===== src/rtl/tod_alarm_pkg.sv =====
package tod_alarm_pkg;
  // Which alarm byte an access hits
  typedef enum logic [1:0] {
    SLOT_MIN  = 2'd0,
    SLOT_HOUR = 2'd1,
    SLOT_DAY  = 2'd2,
    SLOT_NONE = 2'd3
  } slot_e;

  localparam int unsigned BYTE_W   = 8;
  localparam int unsigned MASK_POS = 7;   // don't-care bit in every alarm byte
  localparam int unsigned MIN_W    = 7;   // compared minute bits
  localparam int unsigned HOUR_W   = 7;   // compared hour bits incl. format bits
  localparam int unsigned DAY_W    = 3;   // compared day bits
  localparam int unsigned ADR_MIN  = 3;
  localparam int unsigned ADR_HOUR = 5;
  localparam int unsigned ADR_DAY  = 7;
endpackage


===== src/rtl/tod_alarm_regs.sv =====
module tod_alarm_regs
  import tod_alarm_pkg::*;
#(
  parameter int unsigned ADDR_W = 4
) (
  input  logic                clk_i,
  input  logic                rst_ni,
  input  logic                sel_i,
  input  logic                we_i,
  input  logic [ADDR_W-1:0]   addr_i,
  input  logic [BYTE_W-1:0]   wdata_i,
  output logic [BYTE_W-1:0]   rdata_o,
  output logic [BYTE_W-1:0]   min_q_o,
  output logic [BYTE_W-1:0]   hour_q_o,
  output logic [BYTE_W-1:0]   day_q_o,
  output logic                access_o
);
  localparam int unsigned PAD_W = BYTE_W - 1 - DAY_W;

  slot_e             slot;
  logic [BYTE_W-1:0] min_q, min_d;
  logic [BYTE_W-1:0] hour_q, hour_d;
  logic [BYTE_W-1:0] day_q, day_d;
  logic              wr_en;

  // address decode
  always_comb begin
    if (addr_i == ADDR_W'(ADR_MIN))       slot = SLOT_MIN;
    else if (addr_i == ADDR_W'(ADR_HOUR)) slot = SLOT_HOUR;
    else if (addr_i == ADDR_W'(ADR_DAY))  slot = SLOT_DAY;
    else                                  slot = SLOT_NONE;
  end

  assign wr_en    = sel_i && we_i;
  assign access_o = sel_i && (slot != SLOT_NONE);

  // next state
  always_comb begin
    min_d  = min_q;
    hour_d = hour_q;
    day_d  = day_q;
    if (wr_en) begin
      unique case (slot)
        SLOT_MIN:  min_d  = wdata_i;
        SLOT_HOUR: hour_d = wdata_i;
        SLOT_DAY:  day_d  = {wdata_i[MASK_POS], {PAD_W{1'b0}}, wdata_i[DAY_W-1:0]};
        default:   ;
      endcase
    end
  end

  // state registers
  always_ff @(posedge clk_i or negedge rst_ni) begin
    if (!rst_ni) begin
      min_q  <= '0;
      hour_q <= '0;
      day_q  <= '0;
    end else if (wr_en) begin
      min_q  <= min_d;
      hour_q <= hour_d;
      day_q  <= day_d;
    end
  end

  // read mux
  always_comb begin
    unique case (slot)
      SLOT_MIN:  rdata_o = min_q;
      SLOT_HOUR: rdata_o = hour_q;
      SLOT_DAY:  rdata_o = day_q;
      default:   rdata_o = '0;
    endcase
  end

  assign min_q_o  = min_q;
  assign hour_q_o = hour_q;
  assign day_q_o  = day_q;

  // a write leaves the other two alarm bytes untouched
  p_write_isolated_r2: assert property (@(posedge clk_i) disable iff (!rst_ni)
    (wr_en && slot == SLOT_MIN) |=> ($stable(hour_q) && $stable(day_q)));
endmodule


===== src/rtl/tod_alarm_field.sv =====
module tod_alarm_field #(
  parameter int unsigned W = 7
) (
  input  logic         mask_i,
  input  logic [W-1:0] alarm_i,
  input  logic [W-1:0] now_i,
  output logic         ok_o
);
  // a masked field is a don't-care
  always_comb ok_o = mask_i || (alarm_i == now_i);
endmodule


===== src/rtl/tod_alarm_match.sv =====
module tod_alarm_match
  import tod_alarm_pkg::*;
(
  input  logic [BYTE_W-1:0] min_q_i,
  input  logic [BYTE_W-1:0] hour_q_i,
  input  logic [BYTE_W-1:0] day_q_i,
  input  logic [MIN_W-1:0]  cur_min_i,
  input  logic [HOUR_W-1:0] cur_hour_i,
  input  logic [DAY_W-1:0]  cur_day_i,
  output logic              hit_o
);
  logic ok_min, ok_hour, ok_day;

  tod_alarm_field #(.W(MIN_W)) u_min (
    .mask_i  (min_q_i[MASK_POS]),
    .alarm_i (min_q_i[MIN_W-1:0]),
    .now_i   (cur_min_i),
    .ok_o    (ok_min)
  );

  tod_alarm_field #(.W(HOUR_W)) u_hour (
    .mask_i  (hour_q_i[MASK_POS]),
    .alarm_i (hour_q_i[HOUR_W-1:0]),
    .now_i   (cur_hour_i),
    .ok_o    (ok_hour)
  );

  tod_alarm_field #(.W(DAY_W)) u_day (
    .mask_i  (day_q_i[MASK_POS]),
    .alarm_i (day_q_i[DAY_W-1:0]),
    .now_i   (cur_day_i),
    .ok_o    (ok_day)
  );

  assign hit_o = ok_min && ok_hour && ok_day;
endmodule


===== src/rtl/tod_alarm_flag.sv =====
module tod_alarm_flag (
  input  logic clk_i,
  input  logic rst_ni,
  input  logic min_edge_i,
  input  logic hit_i,
  input  logic access_i,
  output logic flag_o
);
  logic flag_q, flag_d, event_set;

  assign event_set = min_edge_i && hit_i;

  // next state: a new event outranks an acknowledge
  always_comb begin
    flag_d = flag_q;
    if (event_set)     flag_d = 1'b1;
    else if (access_i) flag_d = 1'b0;
  end

  always_ff @(posedge clk_i or negedge rst_ni) begin
    if (!rst_ni) flag_q <= 1'b0;
    else         flag_q <= flag_d;
  end

  assign flag_o = flag_q;


  p_event_sets_r8: assert property (@(posedge clk_i) disable iff (!rst_ni)
    (min_edge_i && hit_i) |=> flag_o);

  p_ack_clears_r9: assert property (@(posedge clk_i) disable iff (!rst_ni)
    (access_i && !(min_edge_i && hit_i)) |=> !flag_o);

  p_rise_needs_edge_r11: assert property (@(posedge clk_i) disable iff (!rst_ni)
    !min_edge_i && !access_i |=> $stable(flag_o));
endmodule


===== src/rtl/tod_alarm_unit.sv =====
module tod_alarm_unit
  import tod_alarm_pkg::*;
#(
  parameter int unsigned ADDR_W = 4
) (
  input  logic                clk_i,
  input  logic                rst_ni,
  input  logic                bus_sel_i,
  input  logic                bus_we_i,
  input  logic [ADDR_W-1:0]   bus_addr_i,
  input  logic [7:0]          bus_wdata_i,
  output logic [7:0]          bus_rdata_o,
  input  logic                min_edge_i,
  input  logic [6:0]          cur_min_i,
  input  logic [6:0]          cur_hour_i,
  input  logic [2:0]          cur_day_i,
  output logic                alarm_flag_o,
  output logic                alarm_irq_no
);
  logic [BYTE_W-1:0] min_q, hour_q, day_q;
  logic              access, hit, flag;

  tod_alarm_regs #(.ADDR_W(ADDR_W)) u_regs (
    .clk_i    (clk_i),
    .rst_ni   (rst_ni),
    .sel_i    (bus_sel_i),
    .we_i     (bus_we_i),
    .addr_i   (bus_addr_i),
    .wdata_i  (bus_wdata_i),
    .rdata_o  (bus_rdata_o),
    .min_q_o  (min_q),
    .hour_q_o (hour_q),
    .day_q_o  (day_q),
    .access_o (access)
  );

  tod_alarm_match u_match (
    .min_q_i    (min_q),
    .hour_q_i   (hour_q),
    .day_q_i    (day_q),
    .cur_min_i  (cur_min_i),
    .cur_hour_i (cur_hour_i),
    .cur_day_i  (cur_day_i),
    .hit_o      (hit)
  );

  tod_alarm_flag u_flag (
    .clk_i      (clk_i),
    .rst_ni     (rst_ni),
    .min_edge_i (min_edge_i),
    .hit_i      (hit),
    .access_i   (access),
    .flag_o     (flag)
  );

  assign alarm_flag_o = flag;
  assign alarm_irq_no = ~flag;

  // padding bits of the day byte never read back
  p_day_pad_zero_r3: assert property (@(posedge clk_i) disable iff (!rst_ni)
    (bus_addr_i == ADDR_W'(ADR_DAY)) |-> (bus_rdata_o[6:3] == 4'b0000));
  // all masks set means every strobe raises the flag
  p_all_masked_r7: assert property (@(posedge clk_i) disable iff (!rst_ni)
    (min_edge_i && min_q[MASK_POS] && hour_q[MASK_POS] && day_q[MASK_POS]) |=> alarm_flag_o);
  // interrupt pin mirrors the flag inverted
  p_irq_low_r8: assert property (@(posedge clk_i) disable iff (!rst_ni)
    alarm_flag_o |-> !alarm_irq_no);
endmodule


===== config.mk =====
export PLATFORM = sky130hd
export DESIGN_NAME = tod_alarm_unit
export DESIGN_NICKNAME = d
export VERILOG_FILES = /design/src/rtl/tod_alarm_pkg.sv /design/src/rtl/tod_alarm_regs.sv /design/src/rtl/tod_alarm_field.sv /design/src/rtl/tod_alarm_match.sv /design/src/rtl/tod_alarm_flag.sv /design/src/rtl/tod_alarm_unit.sv
export SDC_FILE = /design/constraint.sdc
export NUM_CORES = 1
export LEC_CHECK = 0
export BUFFER_PORTS_ARGS = -buffer_cell sky130_fd_sc_hd__buf_2
export CAP_MARGIN = 20
export CORE_UTILIZATION = 52
export CTS_CLUSTER_DIAMETER = 100
export DETAILED_ROUTE_END_ITERATION = 10
export HOLD_SLACK_MARGIN = 0.15
export PLACE_DENSITY = 0.9
export SLEW_MARGIN = 10
export SYNTH_ARGS = -nofsm -noshare
export SYNTH_HDL_FRONTEND = slang
export SYNTH_SLANG_ARGS = --single-unit

===== constraint.sdc =====
create_clock -name clk_i -period 4.3 [get_ports clk_i]
set_clock_uncertainty 0.2 [all_clocks]
set_input_delay 0.645 -clock clk_i [delete_from_list [all_inputs] [get_ports clk_i]]
set_output_delay 0.645 -clock clk_i [all_outputs]
set_load 0.01 [all_outputs]

==> summary.md, run 1 <==
| Metric | Value |
|---|---|
| Root buffer cell | clkbuf_4 |
| PD cells | approximately 350 nW/um^2 |
| Synth warnings | 0 |
| Die Span Y | around 50 um |
| Htree depth | 1 |
| Layout area overhead | 22.25% |
| CP required | ~3.5 ns |
| Worst skew pair latency | ~0.31 ns |
| Initial Util | 0.5494 |
| Average routed wire per standard cell | between 15 and 20 um |
| Die ar. | between 2000 and 3000 um^2 |
| Fmax achieved | 0.3618 GHz |
| Synth Net Count | roughly 130 |
| Dpl hpwl | 2148 um |
| Setup TNS | 0 ns |
| Rows | 17 |
| Reg area | between 500 and 600 um^2 |
| Synth Instances | 100 |
| # port buffers | 43 |
| Final Hold Vio Count | 0 |
| Number of global-route vias before repair | just under 1k |
| Worst-margin pin slew | 0.6674 ns |
| Startpoint Class | input pin |
| Tot Pwr | about 510 uW |
| Routed WL | 2870 um |
| Total track usage | 0.2577 |
| Drt drc | 0 |
| Post-CTS setup buffer count | 0 |
| Max cap viols | 0 |
| Netlist cell types | 19 |
| Mean area per synthesized cell | 12.04 um^2 |
| RSZ-0062 raised after global routing | no |
| Max-slew headroom | 0.5541 |
| Max VDD drop | between 0.2 and 0.25 mV |
| First-pass GRT wire length | around 4600 um |
| CTS tree | yes |
| Synthesized cell area | around 1200 um^2 |
| Final Slew Violations | 0 |
| Yosys reg bits | 21 |
| Drt first pass iters | 4 |
| Fillcell total | approximately 160 |
| Pin count of the biggest net entering global routing | 22 |
| Critical Path AT | ~1.9 ns |
| ANT nets after route | 0 |
| # diodes | 0 |
| DIE WIDTH | about 50 um |
| Seq/Total Area, Yosys | 0.4366 |
| Worst-path clk slew | roughly 0.11 ns |
| IO Pins | 44 |
| Average via count per standard cell | ~5.6 |
| Critical path fanouts, max | 10 |
| GRT Residual Overflow | 0 |
| Fraction of layout instances using a drive strength above 1 | 0.5069 |
| Total CTS buffers | 3 |
| Worst setup EP type | output port |
| Multi-input logic area | between 600 and 700 um^2 |
| Min Tclk post-route | 2.764 ns |
| Critical path type | input pin to output port |
| Setup violations, final | 0 |
| Min-delay worst type | register to register |
| Final net count | ~180 |
| Status | finished, final reports clean |
| Core Box Area | between 2000 and 2500 um^2 |
| Placer Congestion | approximately 0.83 |
| CTS Buffer Depth | 2 |
| Drt initial violations | 17 |
| Total number of vias | between 900 and 1k |
| Post-route clock period utilization | 0.6428 |
| Clock Sinks | 21 |
| Initial antenna violation count | 0 |
| P_leak | between 0.7 and 0.8 nW |
==> layout make-up <==
type	count	area share
Clock buffer	4	0.01786
Inverter	1	0.002551
Tap cell	28	0.02381
Multi-Input combinational cell	74	0.4456
Sequential cell	21	0.3571
Timing Repair Buffer	44	0.1531
==> routing by layer <==
metal | share of wire | vias to the layer above | track usage
met5 | 0 | - | 0
met2 | 0.53 | 34 | 0.4489
met4 | 0.035 | 0 | 0.1762
li1 | - | 447 | -
met3 | 0.040 | 9 | 0.03086
met1 | 0.39 | 470 | 0.2883
==> critical path, stage by stage <==
cell and delay, ns:
buf_2 0.22, nor2b_1 0.59, a22oi_1 0.16, nor2_1 0.15
buf_2 0.15
==> metrics by stage <==
step,cell area (um^2),util,hold slack (ns),setup slack [ns],cells
after detailed placement,1435,0.6551,0.3269,1.620,167
after global placement,1435,0.6551,0.3034,1.658,167
after global routing,1471,0.6716,0.3621,1.492,172
after floorplan,1204,-,0.1494,2.066,100
final,1471,0.6716,0.3532,1.536,172
after CTS,1471,0.6716,0.3498,1.585,172
==> cells by family (layout without fill, tap and decap cells) <==
logic type                after synthesis  count (layout)  synth area share
muxes                                  24              24            0.2245
and+or+nand+nor                        19              19            0.1133
buffers and inverters                   5              49           0.01870
AOI/OAI and AO/OA                      14              14           0.08316
DFF                                    21              21            0.4366
xor gates and xnor gates               17              17            0.1237
==> Yosys cell counts <==
library cell | number | area [um^2]
nor4_1 | 2 | 12.51
nor3b_4 | 2 | 37.54
xor2_1 | 11 | 96.34
o31ai_1 | 1 | 7.510
buf_2 | 3 | 15.01
clkbuf_1 | 1 | 3.750
xnor2_1 | 6 | 52.55
nor2b_1 | 2 | 12.51
inv_1 | 1 | 3.750
nor2_1 | 9 | 33.78
or2b_1 | 1 | 7.510
a22oi_1 | 8 | 60.06
nand4b_4 | 1 | 23.77
dfrtp_1 | 21 | 525.5
mux2_2 | 24 | 270.3
nand2_1 | 1 | 3.750
o21ai_0 | 3 | 15.01
nor3_1 | 1 | 5.000
a41oi_1 | 2 | 17.52
==> state kept, by name (all words and copies together), names as in the netlist <==
name / cells
u_flag.flag_o: 1
u_regs.hour_q_o: 8
u_regs.day_q_o: 4
u_regs.min_q_o: 8
==> worst paths after layout <==
path / start / end / slack, ns / depth (start not counted)
hold / removal: u_regs.day_q_o[7] / u_regs.day_q_o[7] / 0.35 / 1
hold reg to reg: u_regs.day_q_o[7] / u_regs.day_q_o[7] / 0.35 / 1
min in group asynchronous: rst_ni / u_flag.flag_o / 0.60 / 2
max in group asynchronous: rst_ni / u_regs.hour_q_o[4] / 2.98 / 2
setup / recovery: bus_addr_i[2] / bus_rdata_o[5] / 1.54 / 5
setup reg to reg: u_regs.min_q_o[5] / u_flag.flag_o / 2.51 / 4
==> layout by cell type, fill, tap and decap left out <==
cell and instances:
buf_2 43, a22oi_1 8, o31ai_1 1, dfrtp_1 21, xor2_1 11, dlygate4sd3_1 1
nand2_1 1, xnor2_1 6, nor3_1 1, nand4b_4 1, o21ai_0 3, mux2_2 24
nor4_1 2, inv_1 1, clkbuf_4 3, nor2b_1 2, nor2_1 9, or2b_1 1
clkbuf_1 1, nor3b_4 2, a41oi_1 2
==> where the power goes <==
| part | internal, mW | switching (mW) |
|---|---|---|
| logic | 0.0814 | 0.0596 |
| clock network | 0.0363 | 0.0607 |
| registers | 0.236 | 0.0374 |
==> what timing repair did <==
action,CTS,global route
gates resized for setup,0,0
endpoints found under the hold margin,21,0
hold buffers,1,0
setup endpoints to repair,0,0
No activity file was read; power rests on OpenSTA's default activity.
==> run 2, diff against run 1 <==
--- a/config.mk
+++ b/config.mk
@@ -5,13 +5,14 @@
 export SDC_FILE = /design/constraint.sdc
 export NUM_CORES = 1
 export LEC_CHECK = 0
+export ABC_AREA = 1
 export BUFFER_PORTS_ARGS = -buffer_cell sky130_fd_sc_hd__buf_2
 export CAP_MARGIN = 20
-export CORE_UTILIZATION = 52
+export CORE_UTILIZATION = 50
 export CTS_CLUSTER_DIAMETER = 100
 export DETAILED_ROUTE_END_ITERATION = 10
 export HOLD_SLACK_MARGIN = 0.15
-export PLACE_DENSITY = 0.9
+export PLACE_DENSITY = 0.86
 export SLEW_MARGIN = 10
 export SYNTH_ARGS = -nofsm -noshare
 export SYNTH_HDL_FRONTEND = slang
==> constraint.sdc (replaced) <==
create_clock -name clk_i -period 2.87 [get_ports clk_i]
set_clock_uncertainty 0.2 [all_clocks]
set_input_delay 0.4305 -clock clk_i [delete_from_list [all_inputs] [get_ports clk_i]]
set_output_delay 0.4305 -clock clk_i [all_outputs]
set_load 0.01 [all_outputs]
==> run 2 against run 1 <==
  * Sequential share of layout area decreased by 2.7 points
  * Sequential cell count unchanged
  * Routed wire length decreased by 2.7%
  * First-iteration DRC count increased by 18%
  * Die area increased by 13%
  * Combinational power increased by 47%
  * Critical path type unchanged
==> summary.md, run 2 <==
| Metric | Value |
|---|---|
| Yosys top cell by area | dfrtp_1 (unchanged) |
| Routed WL | 2793 um (was 2870 um) |
| CP required | 2.24 ns (was 3.45 ns) |
| Fillcell total | 235 (was 155) |
| Post-route clock period utilization | 0.7085 |
| Ranking of synthesized cells by area | dfrtp_1 40%, nand2_1 21%, inv_1 12% (was dfrtp_1 44%, mux2_2 22%, xor2_1 8.0%) |
| Total number of vias | 1273 (was 960) |
| Initial Util | 0.5323 (was 0.5494) |
| CTS tree | yes (unchanged) |
| Dominant synthesized flop cell | dfrtp_1 (unchanged) |
| Final net count | 271 (was 179) |
| Post-synthesis adder-cell area fraction | 0 (unchanged) |
| Netlist cell types | 23 (was 19) |
| Total CTS buffers | 3 (unchanged) |
| Multi-input logic area | 611.8 um^2 (was 655.6 um^2) |
| Pin count of the biggest net entering global routing | 22 (unchanged) |
| Yosys reg bits | 21 (unchanged) |
| Total track usage | 0.2281 (was 0.2577) |
| P_leak | 0.9541 nW (was 0.7156 nW) |
| Min Tclk post-route | about 2.0 ns |
| Cell Area, Placed | 1555 um^2 (was 1435 um^2) |
| Clock Sinks | 21 (unchanged) |
| Slowest cell on crit path | o211ai_1 (was nor2b_1) |
| Mux contribution to synthesized area | 0 (was 0.2245) |
| Synthesized cell area | 1319 um^2 (was 1204 um^2) |
| Die Span Y | 53.36 um (was 50.11 um) |
| Top post-synthesis cells by count | 74 x nand2_1, 43 x inv_1, 21 x dfrtp_1 (was 24 x mux2_2, 21 x dfrtp_1, 11 x xor2_1) |
| IO Pins | 44 (unchanged) |
| Rows | 18 (was 17) |
| Post-Synth XOR/XNOR Area | 0.02657 (was 0.1237) |
| Startpoint Class | input pin (unchanged) |
| Mean area per synthesized cell | 6.941 um^2 (was 12.04 um^2) |
| GRT Residual Overflow | 0 (unchanged) |
| DIE WIDTH | 53.36 um (was 50.11 um) |
| Initial antenna violation count | 0 (unchanged) |
| Commonest non-fill, non-tap cell in the layout | nand2_1 (was buf_2) |
| Htree depth | 1 (unchanged) |
| Worst setup EP type | output port (unchanged) |
| Synth Instances | 190 (was 100) |
| Number of global-route vias before repair | 1101 (was 985) |
| Synth Area in Simple Gates | 0.2827 (was 0.1133) |
| Min-delay worst type | input pin to register (was register to register) |
| CTS Buffer Depth | 2 (unchanged) |
| Layout area overhead | 20.78% (was 22.25%) |
| # diodes | 0 (unchanged) |
| Die ar. | 2847 um^2 (was 2511 um^2) |
| Post-synth ARST share | 1.000 (unchanged) |
| Max-slew headroom | 0.6896 (was 0.5541) |
| EDFF count, synth | 0 (unchanged) |
| CTS resizes | 0 (unchanged) |
| Critical Path AT | 1.40 ns (was 1.92 ns) |
| Seq/Total Area, Yosys | 0.3985 (was 0.4366) |
| Critical path fanouts, max | 7 (was 10) |
| Synth warnings | 0 (unchanged) |
| First-pass GRT wire length | 4533 um (was 4581 um) |
| Core Box Area | 2477 um^2 (was 2191 um^2) |
| Fraction of layout instances using a drive strength above 1 | 0.2712 (was 0.5069) |
| Status | finished, final reports clean (unchanged) |
| Tot Pwr | 745.5 uW (was 511.7 uW) |
| Average routed wire per standard cell | 10.50 um (was 16.69 um) |
| Most frequent cell after synthesis | nand2_1 (was mux2_2) |
| Fmax achieved | 0.4918 GHz |
| Max cap viols | 0 (unchanged) |
| PD cells | 468.0 nW/um^2 (was 347.7 nW/um^2) |
| RSZ-0062 raised after global routing | no (unchanged) |
| Setup TNS | 0 ns (unchanged) |
| Family with the most delay on the worst path | buffers and inverters (was simple AND/OR/NAND/NOR gates) |
| Reg area | 525.5 um^2 (unchanged) |
| Dpl hpwl | 2145 um (was 2148 um) |
| WP buf/inv | 4 (was 2) |
| CP peak stage delay | 0.21 ns (was 0.59 ns) |
| Yosys top cell area share | 0.3985 (was 0.4366) |
| Max VDD drop | 0.3171 mV (was 0.2479 mV) |
| Drt drc | 0 (unchanged) |
| Critical path type | input pin to output port (unchanged) |
| Placer Congestion | 0.8565 (was 0.8327) |
| Average via count per standard cell | 4.786 (was 5.581) |
| Setup violations, final | 0 (unchanged) |
| Worst-path clk slew | 0.12 ns (was 0.11 ns) |
| Final core occ | 0.6429 (was 0.6716) |
| ANT nets after route | 0 (unchanged) |
| # port buffers | 43 (unchanged) |
| Final Hold Vio Count | 0 (unchanged) |
| Worst skew pair latency | 0.30 ns (was 0.31 ns) |
| Design Area, Final | 1593 um^2 (was 1471 um^2) |
| Final Slew Violations | 0 (unchanged) |
| Most frequent cells in the layout | 74 x nand2_1, 43 x inv_1, 43 x buf_2 (was 43 x buf_2, 24 x mux2_2, 21 x dfrtp_1) |
| Drt first pass iters | 4 (unchanged) |
| Largest family of logic cells by synthesized area | simple AND/OR/NAND/NOR gates (was multiplexers) |
| Cell chain of the critical path | buf_2 > inv_1 > nand3_2 > nor2_2 > inv_1 > o211ai_1 > buf_2 (was buf_2 > nor2b_1 > a22oi_1 > nor2_1 > buf_2) |
| Root buffer cell | clkbuf_4 (unchanged) |
| Worst-margin pin slew | 0.4656 ns (was 0.6674 ns) |
| Drt initial violations | 20 (was 17) |
| Synth Net Count | 224 (was 134) |
| Post-synthesis compound-gate area fraction | 0.1546 (was 0.08316) |
[run 2: cell types whose count changed after synthesis, sizes merged, moves of 4 or more]
cell   delta
nand2    +77
o21ai    +18
nand3     +4
xor2     -10
mux2     -24
a22oi     -8
inv      +43
[run 2: metal layers]
| layer | GRT usage | vias to the layer above | routed length (um) |
|---|---|---|---|
| li1 | - | 673 | - |
| met1 | 0.2901 | 561 | 1299 |
| met2 | 0.3729 | 33 | 1318 |
| met3 | 0.02586 | 6 | 103 |
| met4 | 0.1228 | 0 | 71 |
| met5 | 0 | - | 0 |
[run 2: cell families (layout without fill, tap and decap cells)]
group,Yosys count,in the layout
XOR/XNOR,4,4
AND/OR/NAND/NOR,89,89
AO/OA/AOI/OAI,30,30
buffers and inverters,46,92
flip-flops,21,21
[run 2: area by class of cell]
type,count,share of cell area
inverter,44,0.1037
tap,30,0.02357
timing repair buffer,44,0.1414
multi-input combinational,123,0.3841
sequential,21,0.3299
clock inverter,1,0.003142
clock buffer,3,0.01414
[run 2: worst register-to-register path: stages (launching register included)]
cell	delay [ns]
dfrtp_1	0.39
inv_1	0.06
nand2_1	0.05
nand2_1	0.05
nor2_1	0.13
nand2_1	0.08
o21ai_0	0.16
nand3_1	0.10
nand2_1	0.06
[run 2: final timing paths]
kind	start	endpoint	slack (ns)	depth (start not counted)
min in group asynchronous	rst_ni	u_regs.hour_q_o[5]	0.39	2
worst min-delay path	bus_wdata_i[5]	u_regs.hour_q_o[5]	0.17	3
worst max-delay path	bus_addr_i[3]	bus_rdata_o[2]	0.84	7
worst min register to register	u_regs.hour_q_o[7]	u_regs.hour_q_o[7]	0.30	2
worst max register to register	u_regs.min_q_o[4]	u_flag.flag_o	1.53	8
max in group asynchronous	rst_ni	u_regs.day_q_o[0]	1.76	2
[run 2: report_power, final]
group	switching, mW	internal, mW	total (mW)
sequential	0.0432	0.349	0.392
clock	0.0942	0.0520	0.146
combinational	0.115	0.0920	0.207
total	0.253	0.493	0.745
[run 2: metrics by stage]
stage	std cells	hold slack [ns]	setup slack, ns
floorplan	190	-0.06509	1.142
global placement	261	0.2087	0.8754
detailed placement	261	0.2092	0.8417
CTS	266	0.1830	0.8362
global route	266	0.1825	0.7524
finish	266	0.1748	0.8367
[run 2: timing repair]
item	4_1_cts	5_1_grt
setup endpoints to repair	0	0
buffers inserted	0	0
hold endpoints to repair	21	0
hold buffers	1	0
